File: config.mk
export PLATFORM = sky130hd
export DESIGN_NAME = convStartUnit
export DESIGN_NICKNAME = d
export VERILOG_FILES = /design/src/rtl/convStartPkg.sv /design/src/rtl/convStartPath.sv /design/src/rtl/convStartFsm.sv /design/src/rtl/convStartUnit.sv
export SDC_FILE = /design/constraint.sdc
export NUM_CORES = 1
export LEC_CHECK = 0
export BUFFER_PORTS_ARGS = -buffer_cell sky130_fd_sc_hd__buf_2
export CAP_MARGIN = 20
export CORE_MARGIN = 1
export CORE_UTILIZATION = 46
export CTS_BUF_LIST = sky130_fd_sc_hd__clkbuf_4
export CTS_CLUSTER_DIAMETER = 50
export DETAILED_ROUTE_END_ITERATION = 7
export PLACE_DENSITY = 0.75
export SKIP_LAST_GASP = 1
export SYNTH_ARGS = -nofsm -noshare
export SYNTH_HDL_FRONTEND = slang
export SYNTH_HIERARCHICAL = 1
export SYNTH_SLANG_ARGS = --single-unit
File: constraint.sdc
create_clock -name clk -period 3.15 [get_ports clk]
set_input_delay 0.1575 -clock clk [delete_from_list [all_inputs] [get_ports clk]]
set_output_delay 0.1575 -clock clk [all_outputs]
set_load 0.05 [all_outputs]
File: src/rtl/convStartPkg.sv
`timescale 1ns/1ps
package convStartPkg;
  // strobes from control to datapath
  typedef struct packed {
    logic runPresc;  // prescaler counts while set, held at zero otherwise
    logic loadCnt;   // restart the conversion counter this edge
    logic busy;      // a conversion is running
  } ctlStrobe_t;
endpackage

File: src/rtl/convStartPath.sv
`timescale 1ns/1ps
module convStartPath
  import convStartPkg::*;
#(
  parameter int NUM_SRC    = 7,
  parameter int PRESC_DIV  = 4,
  parameter int CONV_TICKS = 13
) (
  input  logic               clk,
  input  logic               rstN,
  input  ctlStrobe_t         strb,
  input  logic [NUM_SRC-1:0] trigSrc,
  output logic [NUM_SRC-1:0] srcRise,
  output logic               convDone
);
  localparam int PW = (PRESC_DIV > 2) ? $clog2(PRESC_DIV) : 1;
  localparam int CW = (CONV_TICKS > 2) ? $clog2(CONV_TICKS) : 1;
  localparam logic [PW-1:0] PRESC_LAST = PW'(PRESC_DIV - 1);
  localparam logic [CW-1:0] CNT_LAST   = CW'(CONV_TICKS - 1);

  logic [PW-1:0] presc;
  logic [CW-1:0] tickCnt;
  logic          adcTick;

  // prescaler: held in reset while the converter is off
  always_ff @(posedge clk) begin
    if (!rstN || !strb.runPresc) presc <= '0;
    else if (presc == PRESC_LAST) presc <= '0;
    else presc <= presc + 1'b1;
  end

  assign adcTick = strb.runPresc && (presc == PRESC_LAST);

  // conversion length counter
  always_ff @(posedge clk) begin
    if (!rstN) tickCnt <= '0;
    else if (strb.loadCnt) tickCnt <= '0;
    else if (strb.busy && adcTick) tickCnt <= (tickCnt == CNT_LAST) ? '0 : tickCnt + 1'b1;
  end

  assign convDone = strb.busy && adcTick && (tickCnt == CNT_LAST);

  // one rising-edge detector per source
  for (genvar i = 0; i < NUM_SRC; i++) begin : gEdge
    logic prevSrc;
    always_ff @(posedge clk) begin
      if (!rstN) prevSrc <= 1'b0;
      else prevSrc <= trigSrc[i];
    end
    assign srcRise[i] = trigSrc[i] & ~prevSrc;
  end

  AST_CNT_RANGE: assert property (@(posedge clk) disable iff (!rstN)
    tickCnt <= CNT_LAST);
  AST_IDLE_NO_DONE: assert property (@(posedge clk) disable iff (!rstN)
    !strb.runPresc |-> !convDone);
endmodule

File: src/rtl/convStartFsm.sv
`timescale 1ns/1ps
module convStartFsm
  import convStartPkg::*;
#(
  parameter int NUM_SRC = 7,
  parameter int SEL_W   = 3
) (
  input  logic               clk,
  input  logic               rstN,
  input  logic               regWrite,
  input  logic               wrEnable,
  input  logic               wrStart,
  input  logic               wrAutoEn,
  input  logic [SEL_W-1:0]   wrTrigSel,
  input  logic               wrFlagClr,
  input  logic               ampChannel,
  input  logic [NUM_SRC-1:0] srcRise,
  input  logic               convDone,
  output ctlStrobe_t         strb,
  output logic               startPulse,
  output logic               busyReg,
  output logic               flagReg
);
  logic             enableReg;
  logic             autoEn;
  logic [SEL_W-1:0] trigSel;
  logic             hwRise;
  logic             swStart;
  logic             hwStart;
  logic             restart;
  logic             abortNow;
  logic             startNow;

  always_comb begin
    hwRise = 1'b0;
    for (int i = 0; i < NUM_SRC; i++) begin
      if (trigSel == SEL_W'(i + 1)) hwRise = hwRise | srcRise[i];
    end
  end

  assign abortNow = regWrite && !wrEnable;
  assign swStart  = regWrite && wrStart && wrEnable;
  assign hwStart  = enableReg && autoEn && (trigSel != '0) && hwRise;
  assign restart  = convDone && autoEn && (trigSel == '0) && !ampChannel;
  assign startNow = !abortNow && ((!busyReg && (swStart || hwStart)) || restart);

  always_ff @(posedge clk) begin
    if (!rstN) begin
      enableReg  <= 1'b0;
      autoEn     <= 1'b0;
      trigSel    <= '0;
      busyReg    <= 1'b0;
      flagReg    <= 1'b0;
      startPulse <= 1'b0;
    end else begin
      if (regWrite) begin
        enableReg <= wrEnable;
        autoEn    <= wrAutoEn;
        trigSel   <= wrTrigSel;
      end
      startPulse <= startNow;
      if (abortNow) busyReg <= 1'b0;
      else if (startNow) busyReg <= 1'b1;
      else if (convDone) busyReg <= 1'b0;
      // completion outranks a same-cycle clear
      if (convDone && !abortNow) flagReg <= 1'b1;
      else if (regWrite && wrFlagClr) flagReg <= 1'b0;
    end
  end

  assign strb.runPresc = enableReg;
  assign strb.loadCnt  = startNow;
  assign strb.busy     = busyReg;

  AST_START_SINGLE: assert property (@(posedge clk) disable iff (!rstN)
    startPulse |=> !startPulse);
  AST_START_BUSY: assert property (@(posedge clk) disable iff (!rstN)
    startPulse |-> busyReg);
  AST_DONE_FLAG: assert property (@(posedge clk) disable iff (!rstN)
    (convDone && !abortNow) |=> flagReg);
  AST_OFF_IDLE: assert property (@(posedge clk) disable iff (!rstN)
    !enableReg |-> !busyReg);
  AST_AMP_STOP: assert property (@(posedge clk) disable iff (!rstN)
    (convDone && ampChannel) |=> !busyReg);
  AST_FREE_RUN: assert property (@(posedge clk) disable iff (!rstN)
    (convDone && autoEn && trigSel == '0 && !ampChannel && !abortNow) |=> startPulse);
endmodule

File: src/rtl/convStartUnit.sv
`timescale 1ns/1ps
module convStartUnit
  import convStartPkg::*;
#(
  parameter int NUM_SRC    = 7,
  parameter int PRESC_DIV  = 4,
  parameter int CONV_TICKS = 13
) (
  input  logic               clk,
  input  logic               rstN,
  input  logic               regWrite,
  input  logic               wrEnable,
  input  logic               wrStart,
  input  logic               wrAutoEn,
  input  logic [2:0]         wrTrigSel,
  input  logic               wrFlagClr,
  input  logic [NUM_SRC-1:0] trigSrc,
  input  logic               ampChannel,
  output logic               convStart,
  output logic               busy,
  output logic               irqFlag
);
  ctlStrobe_t         strb;
  logic [NUM_SRC-1:0] srcRise;
  logic               convDone;

  convStartFsm #(.NUM_SRC(NUM_SRC), .SEL_W(3)) uFsm (
    .clk(clk), .rstN(rstN), .regWrite(regWrite), .wrEnable(wrEnable),
    .wrStart(wrStart), .wrAutoEn(wrAutoEn), .wrTrigSel(wrTrigSel),
    .wrFlagClr(wrFlagClr), .ampChannel(ampChannel), .srcRise(srcRise),
    .convDone(convDone), .strb(strb), .startPulse(convStart),
    .busyReg(busy), .flagReg(irqFlag)
  );

  convStartPath #(.NUM_SRC(NUM_SRC), .PRESC_DIV(PRESC_DIV), .CONV_TICKS(CONV_TICKS)) uPath (
    .clk(clk), .rstN(rstN), .strb(strb), .trigSrc(trigSrc),
    .srcRise(srcRise), .convDone(convDone)
  );
endmodule

-- Word-level counts from Yosys, hierarchy flattened
Cells that the tools add are included.
- bits in registers: 21
- latch bits: 0
- memory bits (writable): 0
- bits in read-only memories: 0
- bits of input ports: 18
- memories: 0
- add/subtract/negate cells: 2
- $mul: 0
- divide/modulo/power cells: 0
- order comparisons: 0
- eq/ne operators: 9
- shift operators: 0
- muxes and demuxes: 12
- bitwise operators: 21
- reduce and logical (&&, ||, !) cells: 32
- operator list (kind ; count):
    $logic_and A1 B1 Y1 ; 16
    $eq A3 B3 Y1 const B ; 4
    $mux W1 ; 11
    $not A1 Y1 ; 8
    $and A1 B1 Y1 ; 7
    $eq A3 B2 Y1 const B ; 2
    $logic_not A1 Y1 ; 6
    $or A1 B1 Y1 ; 6
    $reduce_or A2 Y1 ; 3
    $add A4 B1 Y4 const B ; 1
    $eq A4 B4 Y1 const B ; 1
    $mux W4 ; 1
    $reduce_bool A2 Y1 ; 2
    $eq A3 B1 Y1 const B ; 1
    $logic_not A3 Y1 ; 1
    $logic_or A1 B1 Y1 ; 3
    $reduce_bool A3 Y1 ; 1
    $add A2 B1 Y2 const B ; 1
    $eq A2 B2 Y1 const B ; 1

-- Depth between registers and ports, before layout
Gate-level depths: netlist of run 1.
- depth after elaboration: 21
- mapped depth: 11
- gate-level depth less buffers: 10

-- By module
Netlist of run 1, hierarchy kept.
- modules (own cells, without submodules) (module ; instances ; cells an instance ; area each (µm²) ; seq. area each (µm²)):
    convStartPath ; 1 ; 53 ; 514.2 ; 260.2
    convStartFsm ; 1 ; 47 ; 449.2 ; 160.2

-- Worst setup path before layout of run 1
No wires, ideal clock.
- kind: flip-flop to flip-flop
- start point: register uFsm.busyReg
- end point: register uPath.tickCnt[1]
- library setup time: 116 ps
- data arrival time: 1853 ps
- required time: 3034 ps
- path slack: 1181 ps
- stages on the path, launching flop included: 11
- buffers on the path: 2
- path through: dfxtp_1 -> buf_4 -> nand4_1 -> nor2_1 -> nand2b_1 -> o21ai_0 -> nand2_1 -> nor2_1 -> buf_4 -> nand2b_1 -> nor2_1
- word-level cells in the longest chain between the ends: 8
- ends and longest elaborated chain (what ; line ; text):
    from (decl) ; convStartFsm.sv:21 ; output logic busyReg,
    from (signal assigned) ; convStartFsm.sv:52 ; busyReg <= 1'b0;
    from (signal assigned) ; convStartFsm.sv:62 ; if (abortNow) busyReg <= 1'b0;
    from (signal assigned) ; convStartFsm.sv:63 ; else if (startNow) busyReg <= 1'b1;
    $logic_and A1 B1 Y1 (2 in a row) ; convStartPath.sv:41 ; assign convDone = strb.busy && adcTick && (tickCnt == CNT_LAST);
    net convDone ; convStartUnit.sv:25 ; logic convDone;
    $logic_and A1 B1 Y1 (3 in a row) ; convStartFsm.sv:44 ; assign restart = convDone && autoEn && (trigSel == '0) && !ampChannel;
    $logic_or A1 B1 Y1 ; convStartFsm.sv:45 ; assign startNow = !abortNow && ((!busyReg && (swStart || hwStart)) || restart);
    $logic_and A1 B1 Y1 ; convStartFsm.sv:45 ;
    net uFsm.startNow ; convStartFsm.sv:32 ; logic startNow;
    $reduce_or A2 Y1 (no source line) ; n/a ;
    to (signal assigned) ; convStartPath.sv:38 ; else if (strb.busy && adcTick) tickCnt <= (tickCnt == CNT_LAST) ? '0 : tickCnt + 1'b1;
    to (decl) ; convStartPath.sv:22 ; logic [CW-1:0] tickCnt;
The timed path passes the listed nets, and every way through them passes these cells.
A chain may end at the register's enable or synchronous reset.

==> results of run 1 <==
routing by layer:
layer | up-vias | wire length (µm)
met1 | 338 | 771
met2 | 17 | 788
met3 | 2 | 48
li1 | 384 | -
met5 | - | 0
met4 | 0 | 21
kinds of logic after synthesis:
family / count (synthesis) / synth area share, %
adder cells (fa/ha/maj): 3 / 3.897
flip-flops: 21 / 43.64
AO/OA/AOI/OAI: 16 / 11.69
multiplexers: 7 / 9.092
AND/OR/NAND/NOR: 45 / 27.40
buffers and inverters: 8 / 4.285
worst min-delay path by stage:
| stage | startpoint | to | slack (ns) | cells after the start |
|---|---|---|---|---|
| finish | trigSrc[4] | uPath/gEdge[4].prevSrc | 0.05 | 2 |
| global route | trigSrc[0] | uPath/gEdge[0].prevSrc | 0.03 | 2 |
| CTS | trigSrc[5] | uPath/gEdge[5].prevSrc | 0.03 | 2 |
| detailed placement | trigSrc[4] | uPath/gEdge[4].prevSrc | 0.37 | 2 |
| global placement | trigSrc[5] | uPath/gEdge[5].prevSrc | 0.37 | 2 |
| floorplan | rstN | uFsm/flagReg | 0.28 | 1 |
area by class of cell:
class,count,area share (%)
well taps,27,3.068
flip-flops and latches,21,38.18
clock inverters,1,0.6818
repair buffers,20,9.091
multi-input cells,71,45.57
inverters,4,1.364
clock buffers,3,2.045
registers in the layout, summed over array words and instances (netlist names):
name and flops:
uFsm/autoEn 1, uFsm/startPulse 1, uFsm/enableReg 1, uFsm/busyReg 1
uPath/presc 2, uFsm/flagReg 1, uFsm/trigSel 3, uPath/tickCnt 4
uPath/gEdge.prevSrc 7
cells in the mapped netlist:
| library cell | count |
|---|---|
| nor3b_1 | 2 |
| nand2b_1 | 4 |
| nor2_1 | 6 |
| and2_1 | 8 |
| mux2i_1 | 5 |
| or4_1 | 1 |
| mux2_1 | 1 |
| nand2_1 | 6 |
| buf_4 | 3 |
| or4b_4 | 1 |
| o221ai_1 | 1 |
| a21oi_1 | 6 |
| clkbuf_1 | 1 |
| and2b_2 | 1 |
| o21ai_0 | 4 |
| nor3_1 | 1 |
| nor2b_1 | 11 |
| a41oi_2 | 1 |
| nand3_1 | 2 |
| nand4_1 | 1 |
| o21ai_2 | 1 |
| or3b_1 | 1 |
| mux4_1 | 1 |
| inv_1 | 3 |
| ha_1 | 3 |
| inv_2 | 1 |
| a311o_2 | 1 |
| a221o_1 | 1 |
| dfxtp_1 | 21 |
| o21bai_1 | 1 |
report_power, final:
part	internal (mW)	leakage, nW	total, mW	switching, mW
Clock	0.0484	0.0139	0.138	0.0893
Combinational	0.0266	0.275	0.0489	0.0223
Sequential	0.276	0.172	0.283	0.00728
per-stage QoR:
stage	hold WS (ns)	worst slack (ns)	cells
after global routing	0.02917	1.129	147
after CTS	0.03460	1.263	147
after floorplan	0.2792	1.181	100
final	0.04799	1.270	147
after global placement	0.3669	1.358	143
after detailed placement	0.3739	1.300	143
critical path: cells and delay by family, from the launching register on:
family,cells,cell delay (ns)
mux,1,0.58
flops,1,0.44
simple gates,3,0.42
compound gates,2,0.39
cells in the final DEF, fill, tap and decap left out, types with 3 or more instances in the layout:
master    instances
dfxtp_1          21
buf_2            20
nor2b_1          11
and2_1            8
nand2_1           6
nor2_1            6
a21oi_1           6
mux2i_1           5
nand2b_1          4
o21ai_0           4
clkbuf_4          3
inv_1             3
ha_1              3
==> impl_metrics.env, run 1 <==
export IMPL_status="finished, final reports clean"
export IMPL_p_leak_nw=0.4615
export IMPL_tns_ns=0
export IMPL_dp_hpwl_um=1234
export IMPL_firstDrtPassIters=4
export IMPL_endpoint="uPath/tickCnt[0]"
export IMPL_rrSetupSlack_ns=1.27
export IMPL_post_cts_buffers=0
export IMPL_num_antenna_cells=0
export IMPL_ff2ff_path_depth=6
export IMPL_fmax_ghz=0.5319
export IMPL_syn_cell_area_um2=963.4
export IMPL_syn_area_per_cell_um2=9.634
export IMPL_post_drt_wl_per_cell_um=11.09
export IMPL_slew_headroom_pct=83.23
export IMPL_crit_top_cell="nand2b_1"
export IMPL_reg2reg_from="uFsm/trigSel[0]"
export IMPL_busiest_layer="met2"
export IMPL_die_x_um=47.77
export IMPL_r2r_end="uPath/tickCnt[0]"
export IMPL_skew_ns=0.004311
export IMPL_io_buffers=20
export IMPL_critical_path_required_ns=3.40
export IMPL_cp_data_arrival_time_ns=2.13
export IMPL_antenna_found_initial=0
export IMPL_final_max_slew_viol_count=0
export IMPL_vdd_drop_max_uv=346.3
export IMPL_clk_root_buffer_cell="clkbuf_4"
export IMPL_gr_usage_met2_pct=26.22
export IMPL_area_growth_pct=14.29
export IMPL_yosysSeqAreaShare_pct=43.64
export IMPL_syn_inst=100
export IMPL_drt_initial_drc_count=14
export IMPL_start_util_pct=49.11
export IMPL_core_area_um2=1962
export IMPL_p_per_area_nw_per_um2=426.7
export IMPL_grt_use_met3_pct=2.264
export IMPL_crit_start="uFsm/trigSel[0]"
export IMPL_rsz0062_at_grt="no"
export IMPL_period_needed_ns=1.880
export IMPL_ys_warn_count=6
export IMPL_grt_use_met1_pct=21.76
export IMPL_cp_end_kind="flip-flop"
export IMPL_nNetsFinal=142
export IMPL_crit_fanout=5
export IMPL_synth_nets=121
export IMPL_post_synth_num_cell_types=30
export IMPL_drive_above_1_share_pct=25.00
export IMPL_h_tree_depth=1
export IMPL_setup_violations=0
export IMPL_grt_pass1_vias=655
export IMPL_numCtsBuffers=3
export IMPL_clk_pin_slew_ns=0.13
export IMPL_grt_pass1_wl_um=2615
export IMPL_drc=0
export IMPL_gp_congestion=0.7963
export IMPL_crit_slowest_cell="mux4_1"
export IMPL_ys_ff_latch=21
export IMPL_worstPathCellList="mux4_1, nand2b_1, a41oi_2, nor2_1, nand2b_1, a21oi_1"
export IMPL_cts_resized=0
export IMPL_power_uw=469.9
export IMPL_startpoint_type="flip-flop"
export IMPL_critPathMaxStageDelay_ns=0.58
export IMPL_drtAntennaViolNets=0
export IMPL_n_fill_cell=205
export IMPL_pin_count=21
export IMPL_critPathKind="flip-flop to flip-flop"
export IMPL_cts_tree="built"
export IMPL_postLayoutCellArea_um2=1101
export IMPL_fin_util_pct=56.12
export IMPL_finalCritPeriodShare_pct=59.69
export IMPL_drt_wl_total_um=1630
export IMPL_clk_insertion_delay_late_ns=0.31
export IMPL_num_vias=741
export IMPL_std_cell_rows=16
export IMPL_netlist_area_leader_share_pct=43.64
export IMPL_regArea_um2=420.4
export IMPL_die_height_um=47.77
export IMPL_grtUsageTotal_pct=16.94
export IMPL_cts_hold_buf=0
export IMPL_cts_max_path_buffers=2
export IMPL_viasPerCell=5.041
export IMPL_grt_max_degree=16
export IMPL_placed_cell_area_um2=1071
export IMPL_min_path_type="primary input to flip-flop"
export IMPL_multi_input_area_um2=501.7
export IMPL_overflow=0
export IMPL_synth_area_leader_cell="dfxtp_1"
export IMPL_cts_sinks=21
export IMPL_hold_viol=0
export IMPL_synth_area_leaders="dfxtp_1 44%, nor2b_1 7.1%, and2_1 5.2%"
export IMPL_drv_cap=0
export IMPL_worst_pin_slew_ns=0.2532
export IMPL_dieArea_um2=2282
Note: power is estimated with default switching activity, not from simulation.
==> run 2, diff against run 1 <==
--- a/config.mk
+++ b/config.mk
@@ -5,6 +5,7 @@
 export SDC_FILE = /design/constraint.sdc
 export NUM_CORES = 1
 export LEC_CHECK = 0
+export ABC_AREA = 1
 export BUFFER_PORTS_ARGS = -buffer_cell sky130_fd_sc_hd__buf_2
 export CAP_MARGIN = 20
 export CORE_MARGIN = 1
==> constraint.sdc (replaced) <==
create_clock -name clk -period 1.84 [get_ports clk]
set_input_delay 0.092 -clock clk [delete_from_list [all_inputs] [get_ports clk]]
set_output_delay 0.092 -clock clk [all_outputs]
set_load 0.05 [all_outputs]
==> run 2 against run 1 <==
  * Clock power is 57% higher
  * Synthesized area is 3.9% higher
  * Wire length increased by 16%
  * Non-clock buffer count increased by 9
  * Global-route usage increased by 0.75 points
  * Fmax is 11% higher
  * First-iteration DRC count increased by 64%
  * Worst setup slack lost 1.1 ns
  * Combinational power is 110% higher
  * Critical path type unchanged
  * Largest cell class unchanged
==> impl_metrics.env, run 2 <==
export IMPL_status="finished, final reports clean"
export IMPL_postLayoutCellArea_um2=1229
export IMPL_regArea_um2=421.7
export IMPL_p_leak_nw=0.6274
export IMPL_cts_max_path_buffers=2
export IMPL_post_synth_num_cell_types=21
export IMPL_synth_edff_count=0
export IMPL_grt_pass1_wl_um=3208
export IMPL_multi_input_area_um2=429.2
export IMPL_drc=0
export IMPL_synth_area_leaders="dfxtp_1 42%, nand2_1 12%, inv_1 10%"
export IMPL_drive_above_1_share_pct=22.86
export IMPL_dieArea_um2=2366
export IMPL_die_height_um=48.65
export IMPL_startpoint_type="flip-flop"
export IMPL_critPathMaxStageDelay_ns=0.35
export IMPL_cp_end_kind="flip-flop"
export IMPL_ys_warn_count=6
export IMPL_synth_area_leader_cell="dfxtp_1"
export IMPL_hold_viol=0
export IMPL_synth_ff_type="dfxtp_1"
export IMPL_clk_insertion_delay_late_ns=0.30
export IMPL_yosys_top_cells_count="31 x nand2_1, 27 x inv_1, 21 x dfxtp_1, 16 x nor2_1, 15 x nand3_1"
export IMPL_antenna_found_initial=0
export IMPL_grtUsageTotal_pct=17.69
export IMPL_h_tree_depth=1
export IMPL_min_path_type="primary input to flip-flop"
export IMPL_pin_count=21
export IMPL_finalCritPeriodShare_pct=91.94
export IMPL_std_cell_rows=16
export IMPL_grt_pass1_vias=840
export IMPL_reg_top3="uPath/gEdge.prevSrc: 7 flops, uPath/tickCnt: 4 flops, uFsm/trigSel: 3 flops"
export IMPL_syn_area_per_cell_um2=6.856
export IMPL_n_fill_cell=187
export IMPL_syn_inst=146
export IMPL_syn_cell_area_um2=1001
export IMPL_cts_sinks=21
export IMPL_worst_pin_slew_ns=0.2687
export IMPL_drt_wl_total_um=1883
export IMPL_core_area_um2=2002
export IMPL_fmax_ghz=0.5911
export IMPL_netlist_area_leader_share_pct=42.00
export IMPL_final_max_slew_viol_count=0
export IMPL_num_antenna_cells=0
export IMPL_ys_ff_latch=21
export IMPL_drtAntennaViolNets=0
export IMPL_largest_reg_flops=7
export IMPL_drv_cap=0
export IMPL_skew_ns=0.001784
export IMPL_vdd_drop_max_uv=642.9
export IMPL_cts_tree="built"
export IMPL_mostFrequentLayoutCells="31 x nand2_1, 27 x inv_1, 20 x buf_2, 20 x dfxtp_1, 15 x nor2_1"
export IMPL_path_delay_family="simple AND/OR/NAND/NOR gates"
export IMPL_tns_ns=0
export IMPL_numCtsBuffers=3
export IMPL_p_per_area_nw_per_um2=657.9
export IMPL_firstDrtPassIters=4
export IMPL_gp_congestion=0.7593
export IMPL_critical_path_required_ns=2.04
export IMPL_synthArstFlopShare_pct=0
export IMPL_yosysSeqAreaShare_pct=42.00
export IMPL_worstPathCellList="inv_1, ha_1, nand3_2, nor2_2, nand2_1, nor3_1, nand3_1, a21boi_2, nor2_4, o21ai_2, a21oi_1"
export IMPL_die_x_um=48.65
export IMPL_nNetsFinal=197
export IMPL_clk_pin_slew_ns=0.11
export IMPL_crit_slowest_cell="dfxtp_1"
export IMPL_setup_violations=0
export IMPL_viasPerCell=4.505
export IMPL_crit_fanout=4
export IMPL_final_common_cell="nand2_1"
export IMPL_clk_root_buffer_cell="clkbuf_4"
export IMPL_worst_path_buf_inv=1
export IMPL_cp_data_arrival_time_ns=1.89
export IMPL_area_growth_pct=22.75
export IMPL_top_register="uPath/gEdge.prevSrc"
export IMPL_synth_most_common_cell="nand2_1"
export IMPL_rsz0062_at_grt="no"
export IMPL_overflow=0
export IMPL_grt_max_degree=16
export IMPL_post_drt_wl_per_cell_um=9.322
export IMPL_dp_hpwl_um=1343
export IMPL_slew_headroom_pct=82.09
export IMPL_start_util_pct=50.00
export IMPL_drt_initial_drc_count=23
export IMPL_power_uw=808.4
export IMPL_period_needed_ns=1.692
export IMPL_num_vias=910
export IMPL_synth_nets=167
export IMPL_critPathKind="flip-flop to flip-flop"
export IMPL_placed_cell_area_um2=1110
export IMPL_io_buffers=20
## run 2: changes by cell type in the layout (fill, tap and decap cells not counted), moves of 5 or more
cell	change
mux2i_1	-5
nand2_1	+25
nor2_1	+9
o21ai_1	+5
inv_1	+24
nor2b_1	-11
nand3_1	+12
and2_1	-8
dlygate4sd3_1	+8
## run 2: power breakdown
| part | switching (mW) | internal [mW] | total [mW] | leakage (nW) |
|---|---|---|---|---|
| combinational | 0.0569 | 0.0481 | 0.105 | 0.437 |
| sequential | 0.0131 | 0.474 | 0.487 | 0.173 |
| clock | 0.136 | 0.0810 | 0.217 | 0.0177 |
| total | 0.206 | 0.603 | 0.808 | 0.627 |
## run 2: path summary, 6_finish.rpt
kind	start	end	slack [ns]	depth (start not counted)
hold reg to reg	uPath/presc[0]	uPath/presc[0]	0.43	1
setup / recovery	uPath/tickCnt[0]	uPath/tickCnt[0]	0.15	11
setup reg to reg	uPath/tickCnt[0]	uPath/tickCnt[0]	0.15	11
hold / removal	wrTrigSel[1]	uFsm/trigSel[1]	0.04	3
## run 2: through the flow
stage / instances / setup WS (ns) / utilization [%] / hold WS [ns]
floorplan: 146 / 0.05961 / - / 0.1855
global placement: 190 / 0.2112 / 55.44 / 0.2837
detailed placement: 190 / 0.05410 / 55.44 / 0.2891
CTS: 202 / 0.03483 / 60.81 / 0.03849
global route: 202 / 0.02054 / 61.38 / 0.04761
finish: 202 / 0.1483 / 61.38 / 0.04483
## run 2: worst min-delay path, cell delays in order
cell and delay, ns:
buf_2 0.07, o21ai_1 0.05, a21oi_1 0.10
## run 2: area by class of cell
cell class,count,share of cell area [%]
clock buffer,3,1.833
clock inverter,1,0.4073
inverter,34,10.49
multi-input combinational,87,34.93
sequential,21,34.32
tap,27,2.749
timing repair buffer,29,15.27
## run 2: logic make-up after synthesis
kind of cell	share of synthesized area [%]
compound gates	7.625
fa+ha+maj	3.750
buf+inv	16.25
flops	42.00
simple gates	30.38
## run 2: routing by layer
layer | wire length, µm | part of all wire (%) | track usage, % | up-vias
met5 | 0 | 0 | 0 | -
met4 | 14 | 0.74 | 8.824 | 0
met3 | 76 | 4.0 | 4.088 | 2
met2 | 917 | 49 | 32.18 | 23
met1 | 875 | 46 | 18.90 | 388
li1 | - | - | - | 497
## run 2: what timing repair did
| item | in CTS | in global routing |
|---|---|---|
| endpoints found under the hold margin | 8 | 0 |
| gates resized for setup | 0 | 3 |
| hold buffers | 8 | 0 |
| setup buffers | 0 | 0 |
| endpoints found under the setup margin | 0 | 4 |
==> run 3, diff against run 2 <==
--- a/config.mk
+++ b/config.mk
@@ -13,7 +13,7 @@
 export CTS_BUF_LIST = sky130_fd_sc_hd__clkbuf_4
 export CTS_CLUSTER_DIAMETER = 50
 export DETAILED_ROUTE_END_ITERATION = 7
-export PLACE_DENSITY = 0.75
+export PLACE_DENSITY = 0.69
 export SKIP_LAST_GASP = 1
 export SYNTH_ARGS = -nofsm -noshare
 export SYNTH_HDL_FRONTEND = slang
==> run 3 against run 2 <==
  * Fmax increased by 0.93%
  * Via count decreased by 0.99%
  * Sequential share of layout area up 0.14 points
  * Critical endpoint unchanged
  * Largest power group unchanged
==> impl_metrics.env, run 3 (synthesis gave the netlist of run 2 again) <==
export IMPL_status="finished, final reports clean"
export IMPL_setup_violations=0
export IMPL_drt_initial_drc_count=18
export IMPL_post_drt_wl_per_cell_um=9.094
export IMPL_regArea_um2=421.7
export IMPL_area_growth_pct=22.25
export IMPL_grt_pass1_wl_um=3443
export IMPL_clk_insertion_delay_late_ns=0.30
export IMPL_drtAntennaViolNets=0
export IMPL_crit_fanout=4
export IMPL_pre_cts_slack_ns=0.08978
export IMPL_top_register="uPath/gEdge.prevSrc"
export IMPL_finalCritPeriodShare_pct=91.10
export IMPL_std_cell_rows=16
export IMPL_h_tree_depth=1
export IMPL_power_internal_uw=602.9
export IMPL_cp_data_arrival_time_ns=1.87
export IMPL_multi_input_area_um2=424.2
export IMPL_nNetsFinal=197
export IMPL_dieArea_um2=2366
export IMPL_reg_top3="uPath/gEdge.prevSrc: 7 flops, uPath/tickCnt: 4 flops, uFsm/trigSel: 3 flops"
export IMPL_firstDrtPassIters=4
export IMPL_clk_pin_slew_ns=0.11
export IMPL_seqPwrFrac_pct=60.2
export IMPL_final_common_cell="nand2_1"
export IMPL_power_uw=808.7
export IMPL_die_height_um=48.65
export IMPL_min_path_type="primary input to flip-flop"
export IMPL_slew_headroom_pct=82.22
export IMPL_cp_end_kind="flip-flop"
export IMPL_io_buffers=20
export IMPL_p_leak_nw=0.6274
export IMPL_gp_congestion=0.7463
export IMPL_worst_slack_ns=0.1638
export IMPL_viasPerCell=4.460
export IMPL_n_fill_cell=202
export IMPL_clkPwrFrac_pct=26.7
export IMPL_vdd_drop_max_uv=539.0
export IMPL_grtUsageTotal_pct=18.50
export IMPL_cts_tree="built"
export IMPL_pin_count=21
export IMPL_drc=0
export IMPL_p_per_area_nw_per_um2=660.9
export IMPL_grt_max_degree=16
export IMPL_critical_path_required_ns=2.04
export IMPL_startpoint_type="flip-flop"
export IMPL_dp_hpwl_um=1359
export IMPL_period_needed_ns=1.676
export IMPL_cts_max_path_buffers=2
export IMPL_postLayoutCellArea_um2=1224
export IMPL_p_sw_uw=205.9
export IMPL_num_antenna_cells=0
export IMPL_fmax_ghz=0.5966
export IMPL_drv_cap=0
export IMPL_clk_root_buffer_cell="clkbuf_4"
export IMPL_overflow=0
export IMPL_fin_util_pct=61.12
export IMPL_grt_pass1_vias=894
export IMPL_critPathKind="flip-flop to flip-flop"
export IMPL_hold_viol=0
export IMPL_start_util_pct=50.00
export IMPL_switching_share_pct=25.46
export IMPL_worst_pin_slew_ns=0.2667
export IMPL_numCtsBuffers=3
export IMPL_placed_cell_area_um2=1110
export IMPL_drive_above_1_share_pct=22.29
export IMPL_post_cts_buffers=0
export IMPL_mostFrequentLayoutCells="31 x nand2_1, 27 x inv_1, 20 x buf_2, 20 x dfxtp_1"
export IMPL_largest_reg_flops=7
export IMPL_skew_ns=0.002710
export IMPL_final_max_slew_viol_count=0
export IMPL_antenna_found_initial=0
export IMPL_die_x_um=48.65
export IMPL_cts_sinks=21
export IMPL_power_frac_comb_pct=13.1
export IMPL_tns_ns=0
export IMPL_drt_wl_total_um=1837
export IMPL_core_area_um2=2002
export IMPL_num_vias=901
run 3: critical path: stages, from the launching register on:
cell and delay (ns):
dfxtp_1 0.36, inv_1 0.08, ha_1 0.14, nand3_1 0.15, nor2_2 0.14, nand2_1 0.06, nor3_1 0.12, nand3_1 0.12
a21boi_2 0.20, nor2_4 0.07, o21ai_2 0.07, a21oi_1 0.06
run 3: final cells by class:
cell class                      count  area share (%)
Multi-Input combinational cell     87           34.66
Sequential cell                    21           34.46
Timing Repair Buffer               29           15.34
Inverter                           34           10.53
Tap cell                           27           2.761
Clock buffer                        3           1.840
Clock inverter                      1          0.4090
run 3: timing repair:
action,CTS,global route
gates resized for setup,0,2
hold buffers,8,0
endpoints found under the setup margin,0,4
hold endpoints to repair,8,0
run 3: path summary, 6_finish.rpt:
path / startpoint / end / slack (ns) / depth (start not counted)
setup reg to reg: uPath/tickCnt[0] / uPath/tickCnt[0] / 0.16 / 11
hold reg to reg: uPath/presc[0] / uPath/presc[0] / 0.43 / 1
hold / removal: wrTrigSel[1] / uFsm/trigSel[1] / 0.05 / 3
setup / recovery: uPath/tickCnt[0] / uPath/tickCnt[0] / 0.16 / 11
run 3: metrics by stage:
step / hold slack [ns] / cells
CTS: 0.03503 / 202
global placement: 0.2832 / 190
detailed placement: 0.2881 / 190
floorplan: 0.1855 / 146
global route: 0.05148 / 202
finish: 0.04690 / 202
run 3: power groups by stage:
stage          combinational (mW)  sequential (mW)  clock [mW]
6_report                    0.106            0.487       0.216
5_1_grt                     0.123            0.490       0.248
4_1_cts                     0.105            0.487       0.230
3_5_place_dp               0.0916            0.497           0
3_3_place_gp               0.0893            0.496           0
2_1_floorplan              0.0599            0.500           0
run 3: per-layer routing:
metal  part of all wire (%)  track usage (%)  vias to the layer above
li1                       -                -                      498
met1                     47            23.27                      385
met2                     48            30.56                       16
met3                    3.6            2.830                        2
met4                   0.76            9.314                        0
met5                      0                0                        -
